## config.mk

```make
export PLATFORM = sky130hd
export DESIGN_NAME = pe_cascade
export DESIGN_NICKNAME = d
export VERILOG_FILES = /design/src/rtl/pe_pkg.sv /design/src/rtl/pe_stage.sv /design/src/rtl/pe_merge.sv /design/src/rtl/pe_cascade.sv
export SDC_FILE = /design/constraint.sdc
export NUM_CORES = 1
export LEC_CHECK = 0
export BUFFER_PORTS_ARGS = -buffer_cell sky130_fd_sc_hd__clkbuf_2
export CAP_MARGIN = 20
export CORE_AREA = 2 2 39 41
export DETAILED_ROUTE_END_ITERATION = 7
export DIE_AREA = 0 0 41 43
export PLACE_DENSITY_LB_ADDON = 0.08
export SLEW_MARGIN = 20
export SYNTH_ARGS = -nofsm -noshare
export SYNTH_HDL_FRONTEND = slang
export SYNTH_SLANG_ARGS = --single-unit
export TNS_END_PERCENT = 100
```

## constraint.sdc

```tcl
create_clock -name vclk -period 0.8
set_input_delay 0 -clock vclk [all_inputs]
set_output_delay 0 -clock vclk [all_outputs]
set_load 0.03 [all_outputs]
```

## src/rtl/pe_pkg.sv

```systemverilog
package pe_pkg;
  localparam int unsigned MAX_LANES = 32;

  // Index of the highest set bit of an active-high vector (0 when empty).
  function automatic int unsigned hi_index(input logic [MAX_LANES-1:0] act);
    int unsigned idx;
    idx = 0;
    for (int unsigned i = 0; i < MAX_LANES; i++) begin
      if (act[i]) idx = i;
    end
    return idx;
  endfunction

  // Active-low upper index bit b: low when any active stage number has bit b set.
  function automatic logic upper_bit_n(input logic [MAX_LANES-1:0] grp_n,
                                       input int unsigned stages,
                                       input int unsigned b);
    logic acc;
    acc = 1'b1;
    for (int unsigned s = 0; s < MAX_LANES; s++) begin
      if (s < stages && ((s >> b) & 1) == 1) acc = acc & grp_n[s];
    end
    return acc;
  endfunction
endpackage

```

## src/rtl/pe_stage.sv

```systemverilog
module pe_stage #(
  parameter int unsigned LANES = 8,
  localparam int unsigned IW = $clog2(LANES)
) (
  input  logic             en_n,
  input  logic [LANES-1:0] req_n,
  output logic [IW-1:0]    code_n,
  output logic             gs_n,
  output logic             eo_n
);
  import pe_pkg::*;

  logic          any_req;
  logic          granted;
  logic [IW-1:0] win_idx;

  assign any_req = ~&req_n;
  assign granted = ~en_n & any_req;

  always_comb begin
    logic [MAX_LANES-1:0] act;
    act = '0;
    act[LANES-1:0] = ~req_n;
    win_idx = IW'(hi_index(act));
  end

  assign code_n = granted ? ~win_idx : '1;
  assign gs_n   = ~granted;
  assign eo_n   = en_n | any_req;

  // Assertions guarding the stage handshake
  always_comb begin
    if (en_n) begin
      p_disabled_quiet_r2: assert (gs_n && eo_n && (&code_n))
        else $error("disabled stage drives an output low");
    end
    p_gs_eo_exclusive_r4: assert (gs_n || eo_n)
      else $error("group-select and enable-out both low");
    if (!en_n && (&req_n)) begin
      p_idle_passes_enable_r3: assert (!eo_n && gs_n && (&code_n))
        else $error("idle enabled stage did not pass enable");
    end
    if (gs_n) begin
      p_code_idle_r1: assert (&code_n)
        else $error("code driven without group-select");
    end
  end
endmodule

```

## src/rtl/pe_merge.sv

```systemverilog
module pe_merge #(
  parameter int unsigned STAGES = 2,
  parameter int unsigned LANES  = 8,
  localparam int unsigned IW = $clog2(LANES),
  localparam int unsigned SW = (STAGES > 1) ? $clog2(STAGES) : 0,
  localparam int unsigned OW = IW + SW
) (
  input  logic [STAGES-1:0][IW-1:0] stage_code_n,
  input  logic [STAGES-1:0]         stage_gs_n,
  output logic [OW-1:0]             code_n,
  output logic                      gs_n
);
  import pe_pkg::*;

  logic [IW-1:0] low_and;

  always_comb begin
    low_and = '1;
    for (int unsigned s = 0; s < STAGES; s++) low_and = low_and & stage_code_n[s];
  end

  assign code_n[IW-1:0] = low_and;
  assign gs_n = &stage_gs_n;

  generate
    if (SW > 0) begin : g_upper
      for (genvar b = 0; b < SW; b++) begin : g_bit
        always_comb begin
          logic [MAX_LANES-1:0] grp;
          grp = '1;
          grp[STAGES-1:0] = stage_gs_n;
          code_n[IW+b] = upper_bit_n(grp, STAGES, b);
        end
      end
    end
  endgenerate

  // Only one stage may claim the request at a time
  always_comb begin
    p_single_group_r6: assert ($countones(~stage_gs_n) <= 1)
      else $error("more than one stage claims group-select");
  end
endmodule

```

## src/rtl/pe_cascade.sv

```systemverilog
module pe_cascade #(
  parameter int unsigned STAGES = 2,
  localparam int unsigned LANES = 8,
  localparam int unsigned TOTAL = LANES * STAGES,
  localparam int unsigned IW = $clog2(LANES),
  localparam int unsigned OW = $clog2(TOTAL)
) (
  input  logic             en_n,
  input  logic [TOTAL-1:0] req_n,
  output logic [OW-1:0]    code_n,
  output logic             gs_n,
  output logic             eo_n
);
  logic [STAGES-1:0][IW-1:0] st_code_n;
  logic [STAGES-1:0]         st_gs_n;
  logic [STAGES-1:0]         st_eo_n;
  logic [STAGES-1:0]         st_en_n;

  generate
    for (genvar s = 0; s < STAGES; s++) begin : g_stage
      if (s == STAGES - 1) begin : g_head
        assign st_en_n[s] = en_n;
      end else begin : g_link
        assign st_en_n[s] = st_eo_n[s+1];
      end
      pe_stage #(.LANES(LANES)) stage_i (
        .en_n  (st_en_n[s]),
        .req_n (req_n[s*LANES +: LANES]),
        .code_n(st_code_n[s]),
        .gs_n  (st_gs_n[s]),
        .eo_n  (st_eo_n[s])
      );
    end
  endgenerate

  pe_merge #(.STAGES(STAGES), .LANES(LANES)) merge_i (
    .stage_code_n(st_code_n),
    .stage_gs_n  (st_gs_n),
    .code_n      (code_n),
    .gs_n        (gs_n)
  );

  assign eo_n = st_eo_n[0];

  // Chain-level checks
  always_comb begin
    p_gs_eo_top_r4: assert (gs_n || eo_n)
      else $error("chain reports both request and idle");
    if (!en_n && !(&req_n)) begin
      p_request_seen_r4: assert (!gs_n && eo_n)
        else $error("request present but chain reports idle");
    end
    if (en_n) begin
      p_chain_quiet_r2: assert (gs_n && eo_n && (&code_n))
        else $error("disabled chain drives an output low");
    end
  end
endmodule

```

==> metrics.cfg, run 1 <==
[timing]
tns_ns=-0.364
tightest_slew_ns=0.196
period_needed_ns=0.919
fmax_mhz=1090
setup_viol=5
relSlewSlack_pct=86.8
timing.final.ws_setup_ns=-0.119
timing.final.crit_share_pct=115
finalHoldViolations=0
slew_violations=0
rsz0062_at_grt=true
timing.hold.ws_ns=0.371

[finish]
finalNetCount=84
stdcell_area_um2=526
drive_above_1_share_pct=66.2
clkbuf_count=0
fin_cells=81
multi_input_area_um2=206
layout.area.seq_um2=0
n_antenna_cell=0
nFillCells=154
syn_to_final_growth_pct=178
seq_cells=0
final_util_pct=38.0

[worst_setup_path]
path_buf_inv=2
cp_cell_sequence=buf_2 > nand4_4 > nor3_4 > o21ai_2 > o22a_1 > buf_8
required_ns=0.80
crit_arrival_ns=0.92
path_class=in2out
crit_slowest_cell=o22a_1
crit_path_max_incr_delay_ns=0.22
worst-path-max-fanout=3
critPathLaunchType=primary input
end_kind=primary output
critPathTopFamily=simple AND/OR/NAND/NOR gates

[hold_path]
whs_endpoint=code_n[2]
hp-class=in2out
hp-start=en_n
timing.hold.worst_path_depth=3

[placement]
place.gp.congestion=0.653
hpwlAfterDp_um=602
pre_cts_slack_ns=-0.181
dpl-instance-area_um2=380
place_inst=77
io_buffers=23

[drt]
drt_iter0_markers=6
wirelength_um=713
vias=344
ant_nets=0
route.detailed.drc=0
first_pass_iters=2
routedWlPerCell_um=8.80
viasPerCell=4.25

[pwr]
p_per_area_mw_per_mm2=485
power_mw=0.255
ir_worst_vdd_uv=167
power_leakage_nw=0.258

[grt]
grt_pass1_wl_um=1010
grt_pass1_vias=269
grt_max_degree=5
grt_antenna_before_repair=0
grt-ovfl-total=0
track_usage_pct=7.69

[die]
core_area_mm2=0.00138
die_area_mm2=0.00176
die_w_um=41
ios=23
die_h_um=43
rows=14
initial_core_util_pct=13.7

[logic_synthesis]
yosysSeqAreaShare_pct=0
syn-cell-area_um2=189
synthDistinctLibCells=14
ys_warn_count=0
syn_area_per_cell_um2=6.09
synth_nets=48
netlist_instances=31

[run]
maxCapViolations=0

[status]
violations=negative setup slack
status=complete, but fails checks

-- synthesized netlist by cell type --
cell | count | area [um2]
o21ai_2 | 1 | 8.76
o22a_1 | 2 | 17.5
a31oi_1 | 4 | 25.0
buf_4 | 1 | 7.51
nand2_1 | 5 | 18.8
and2_2 | 1 | 7.51
nand4_1 | 3 | 18.8
nor3_2 | 1 | 10.0
inv_1 | 4 | 15.0
nor2_1 | 1 | 3.75
nand4_2 | 1 | 12.5
o21ai_0 | 4 | 20.0
and2b_2 | 1 | 8.76
o21bai_1 | 2 | 15.0
-- how the worst max path moves through the flow --
stage | from | to | slack [ns] | depth (start not counted)
after floorplan | req_n[15] | code_n[1] | 0.06 | 3
after global placement | req_n[15] | code_n[1] | -0.21 | 5
after detailed placement | req_n[15] | code_n[1] | -0.18 | 5
after CTS | req_n[14] | code_n[0] | -0.18 | 6
after global routing | req_n[14] | code_n[0] | -0.20 | 6
final | req_n[9] | code_n[0] | -0.12 | 6
-- logic make-up after synthesis --
family	count (synthesis)	share of synthesized area [%]
simple gates	13	42.4
compound gates	13	45.7
buf+inv	5	11.9
-- repair_timing --
action / 4_1_cts / 5_1_grt
setup buffers: 3 / 1
pin swaps: 6 / 4
hold buffers: 0 / 0
resized for setup: 11 / 21
endpoints found under the setup margin: 5 / 6
-- routing by layer --
metal	track usage (%)	vias to the layer above	wire length, um
met5	0	-	0
met4	0	0	0
met3	0.524	0	50
met2	12.2	10	356
met1	11.7	147	306
li1	-	187	-
-- cell usage in the layout (no fill, tap or decap) --
cell and count:
a31oi_1 4, and2_2 1, and2b_2 1, buf_2 1, buf_4 13, buf_6 6, buf_8 3, clkbuf_2 11
clkbuf_8 1, inv_1 4, nand2_1 4, nand2_2 1, nand4_1 3, nand4_4 1, nor2_1 1, nor3_4 1
o21ai_0 3, o21ai_1 1, o21ai_2 1, o21bai_4 2, o22a_1 2
-- power breakdown --
part	internal (mW)	switching [mW]	leakage, nW	total [mW]
clock network	0	0	0	0
registers	0	0	0	0
logic	0.144	0.111	0.258	0.255
total	0.144	0.111	0.258	0.255
-- worst min-delay path, cell delays in order --
cell,delay (ns)
clkbuf_2,0.13
o21bai_4,0.13
buf_8,0.11
-- final cells by class --
| class | instances | area share (%) |
|---|---|---|
| Timing Repair Buffer | 35 | 54.0 |
| Multi-Input combinational cell | 26 | 39.3 |
| Inverter | 4 | 2.86 |
| Tap cell | 16 | 3.81 |
(Power assumes the default switching activity.)
==> run 2: changes to the inputs <==
--- a/config.mk
+++ b/config.mk
@@ -10,7 +10,7 @@
 export CORE_AREA = 2 2 39 41
 export DETAILED_ROUTE_END_ITERATION = 7
 export DIE_AREA = 0 0 41 43
-export PLACE_DENSITY_LB_ADDON = 0.08
+export PLACE_DENSITY = 0.45
 export SLEW_MARGIN = 20
 export SYNTH_ARGS = -nofsm -noshare
 export SYNTH_HDL_FRONTEND = slang
==> run 2 against run 1 <==
Compared with the run above:
- the flow still finishes with violations (negative setup slack)
- core utilization decreased by 3.6 points
- first-iteration DRC count decreased by 83%
- combinational power down 7%
- clock-buffer cell count unchanged
- hold slack worse by 0.031 ns
- global-route usage grew 1.5 points
- design area is 9.5% lower
- final cell count increased by 2.5%
- flip-flop and latch count is the same
- worst setup slack worse by 0.020 ns
- critical endpoint is now code_n[1]
- largest cell class unchanged
- highest routed layer unchanged
==> metrics.cfg, run 2 (synthesis results as in run 1) <==
[pwr]
clkPwrFrac_pct=0
swShare_pct=45.8
switchingPower_mw=0.108
seq_power_share_pct=0
ir_worst_vdd_uv=151
p_per_area_mw_per_mm2=497
comb_power_share_pct=100.0
p_int_mw=0.128
power_mw=0.236
power_leakage_nw=0.241

[run]
maxCapViolations=0

[die]
die_w_um=41
initial_core_util_pct=13.7
core_area_mm2=0.00138
die_h_um=43
rows=14
ios=23
die_area_mm2=0.00176

[finish]
n_antenna_cell=0
clkbuf_count=0
final_common_cell=clkbuf_2
stdcell_area_um2=475
drive_above_1_share_pct=64.2
layout.area.seq_um2=0
nFillCells=153
seq_cells=0
syn_to_final_growth_pct=152
final_cell_mix=clkbuf_2 (19), buf_4 (14), nand2_1 (5)
multi_input_area_um2=186
finalNetCount=86

[grt]
grt_pass1_vias=304
grt_antenna_before_repair=0
grt-ovfl-total=0
grt_pass1_wl_um=1180
grt_max_degree=5
track_usage_pct=9.19

[worst_setup_path]
path_class=in2out
worst-path-max-fanout=3
required_ns=0.80
crit_arrival_ns=0.94
end_kind=primary output
critPathLaunchType=primary input

[timing]
period_needed_ns=0.940
slew_violations=0
timing.final.ws_setup_ns=-0.140
finalHoldViolations=0
timing.final.crit_share_pct=117
setup_viol=5
tightest_slew_ns=0.279
fmax_mhz=1060
tns_ns=-0.490
rsz0062_at_grt=true
relSlewSlack_pct=81.4

[hold_path]
timing.hold.worst_path_depth=3
whs_endpoint=code_n[2]
hp-class=in2out
hp-start=en_n

[drt]
route.detailed.drc=0
ant_nets=0
vias=355
routedWlPerCell_um=8.82
wirelength_um=732
drt_iter0_markers=1
first_pass_iters=4
viasPerCell=4.28

[placement]
hpwlAfterDp_um=624
io_buffers=23
dpl-instance-area_um2=403
place.gp.congestion=0.678
pre_cts_slack_ns=-0.153

[status]
violations=negative setup slack
status=complete, but fails checks

run 2: cell types whose count changed in the layout (fill, tap and decap cells not counted):
cell      previous run  this run
buf_2                1         0
buf_4               13        14
buf_6                6         1
buf_8                3         1
clkbuf_2            11        19
clkbuf_8             1         2
nand2_1              4         5
nand2_2              1         0
nor3_2               0         1
nor3_4               1         0
o21ai_0              3         4
o21ai_1              1         0
o21bai_1             0         1
o21bai_4             2         1
run 2: layout make-up:
class / instances / share of cell area [%]
inverters: 4 / 3.16
multi-input cells: 26 / 39.2
well taps: 16 / 4.21
repair buffers: 37 / 53.4
run 2: critical path, cell delays in order:
cell	delay, ns
clkbuf_2	0.12
nand4_4	0.12
nor3_2	0.21
o21ai_2	0.10
o22a_1	0.23
clkbuf_8	0.16
run 2: per-layer routing:
layer  global-route usage [%]  share of wire [%]  vias to the layer above
met5                        0                  0                        -
met1                     10.8                 38                      158
met3                        0                5.3                        0
met2                     18.1                 57                        9
li1                         -                  -                      188
met4                        0                  0                        0
run 2: worst max-delay path by stage:
stage                          from         to  cells past startpoint
after floorplan           req_n[15]  code_n[1]                      3
after global placement    req_n[15]  code_n[1]                      5
after detailed placement  req_n[13]  code_n[0]                      6
after CTS                 req_n[13]  code_n[1]                      6
after global routing      req_n[13]  code_n[1]                      6
final                     req_n[11]  code_n[1]                      6
run 2: repair_timing:
action,in CTS,in global routing
pin swaps,2,2
gates resized for setup,8,2
hold buffers,0,0
setup buffers,3,0
hold endpoints to repair,0,0
endpoints found under the setup margin,5,5
run 2: metrics by stage:
| step | hold slack (ns) | util, % | instances |
|---|---|---|---|
| finish | 0.340 | 34.4 | 83 |
| detailed placement | 0.401 | 29.1 | 80 |
| floorplan | 0.175 | - | 31 |
| global route | 0.355 | 34.4 | 83 |
| CTS | 0.368 | 33.8 | 83 |
| global placement | 0.402 | 29.1 | 80 |
run 2: power groups by stage:
stage | Sequential, mW | Combinational [mW] | Clock [mW]
6_report | 0 | 0.236 | 0
5_1_grt | 0 | 0.257 | 0
4_1_cts | 0 | 0.231 | 0
3_5_place_dp | 0 | 0.197 | 0
3_3_place_gp | 0 | 0.195 | 0
2_1_floorplan | 0 | 0.0819 | 0
==> run 3: changes to the inputs <==
--- a/config.mk
+++ b/config.mk
@@ -5,7 +5,7 @@
 export SDC_FILE = /design/constraint.sdc
 export NUM_CORES = 1
 export LEC_CHECK = 0
-export BUFFER_PORTS_ARGS = -buffer_cell sky130_fd_sc_hd__clkbuf_2
+export BUFFER_PORTS_ARGS = -buffer_cell sky130_fd_sc_hd__buf_2
 export CAP_MARGIN = 20
 export CORE_AREA = 2 2 39 41
 export DETAILED_ROUTE_END_ITERATION = 7
==> run 3 against run 2 <==
Compared with the run above:
- maximum frequency rose by 2.0%
- the flow still finishes with violations (negative setup slack)
- worst setup slack improved by 0.018 ns
- total power fell by 2.4%
- first-iteration DRC count rose to 3.0 times the previous value
- critical path type unchanged
- sequential share of layout area did not move
- non-clock buffer count fell by 3
- die area did not move
- flip-flop and latch count did not move
==> metrics.cfg, run 3 (synthesis results as in run 1) <==
[status]
status=complete, but fails checks
violations=negative setup slack

[grt]
grt_pass1_vias=296
grt-ovfl-total=0
track_usage_pct=7.99
grt_pass1_wl_um=1060
grt_max_degree=5
grt_antenna_before_repair=0

[timing]
timing.final.ws_setup_ns=-0.121
setup_viol=4
tightest_slew_ns=0.294
rsz0062_at_grt=true
relSlewSlack_pct=80.4
finalHoldViolations=0
slew_violations=0
timing.final.crit_share_pct=115
fmax_mhz=1090
period_needed_ns=0.921

[worst_setup_path]
end_kind=primary output
path_buf_inv=2
path_class=in2out
crit_path_max_incr_delay_ns=0.22
critPathTopFamily=simple AND/OR/NAND/NOR gates
critPathLaunchType=primary input
worst-path-max-fanout=3
required_ns=0.80
cp_cell_sequence=buf_2 > nand4_2 > nor3_2 > o21ai_2 > o22a_1 > buf_4
crit_arrival_ns=0.92
crit_slowest_cell=nor3_2

[drt]
ant_nets=0
drt_iter0_markers=3
wirelength_um=679
route.detailed.drc=0
routedWlPerCell_um=8.49
vias=340
first_pass_iters=2
viasPerCell=4.25

[hold_path]
hp-start=en_n
timing.hold.worst_path_depth=3
whs_endpoint=code_n[2]
hp-class=in2out

[finish]
drive_above_1_share_pct=62.5
n_antenna_cell=0
seq_cells=0
fin_cells=80
finalNetCount=83
clkbuf_count=0
final_cell_mix=buf_2 (13), buf_4 (12), buf_6 (9), nand2_1 (5)
syn_to_final_growth_pct=148
final_util_pct=33.9
layout.area.seq_um2=0
final_common_cell=buf_2

[clocking]
cts_setup_buffers=0

[placement]
pre_cts_slack_ns=-0.149
place_inst=80
hpwlAfterDp_um=624
place.gp.congestion=0.685
io_buffers=23

[pwr]
p_per_area_mw_per_mm2=492
ir_worst_vdd_uv=166
power_leakage_nw=0.231

[die]
rows=14
core_area_mm2=0.00138
ios=23
die_w_um=41
die_area_mm2=0.00176
die_h_um=43
initial_core_util_pct=13.7

[run]
maxCapViolations=0

run 3: cell types whose count changed in the layout (fill, tap and decap cells not counted), sizes merged:
cell and delta:
buf +18, clkbuf -21
run 3: tightest hold or removal path, cell delays in order:
cell,delay [ns]
buf_2,0.10
o21bai_4,0.11
buf_6,0.12
run 3: area by class of cell:
type / count / area [um2]
multi-input combinational: 26 / 178
fill: 160 / 915
timing repair buffer: 34 / 256
inverter: 4 / 15.0
tap: 16 / 20.0
run 3: per-stage QoR:
| step | hold slack, ns | power [mW] | setup TNS [ns] | area [um2] |
|---|---|---|---|---|
| after global routing | 0.350 | 0.251 | -0.803 | 469 |
| after floorplan | 0.175 | 0.0819 | 0 | 193 |
| final | 0.337 | 0.231 | -0.396 | 469 |
| after CTS | 0.339 | 0.207 | -0.537 | 419 |
| after global placement | 0.386 | 0.195 | -0.507 | 403 |
| after detailed placement | 0.383 | 0.196 | -0.584 | 403 |
run 3: worst max-delay path by stage:
stage / from / to / slack [ns] / cells past startpoint
2_1_floorplan: req_n[15] / code_n[1] / 0.06 / 3
3_3_place_gp: req_n[15] / code_n[1] / -0.14 / 5
3_5_place_dp: req_n[15] / code_n[0] / -0.15 / 6
4_1_cts: req_n[15] / code_n[1] / -0.15 / 5
5_1_grt: req_n[11] / code_n[0] / -0.24 / 6
6_report: req_n[11] / code_n[0] / -0.12 / 6
run 3: routing by layer:
metal | GRT usage [%] | up-vias | wire (um)
met5 | 0 | - | 0
met4 | 0 | 0 | 0
met3 | 0.524 | 0 | 41
met2 | 14.7 | 9 | 355
met1 | 10.1 | 148 | 283
li1 | - | 183 | -
run 3: power breakdown:
group / leakage, nW / switching (mW) / total [mW] / internal (mW)
clock network: 0 / 0 / 0 / 0
logic: 0.231 / 0.100 / 0.231 / 0.131
registers: 0 / 0 / 0 / 0
run 3: repair_timing:
item / CTS / global route
pin swaps: 1 / 3
hold buffers: 0 / 0
setup endpoints to repair: 5 / 6
resized for setup: 4 / 10
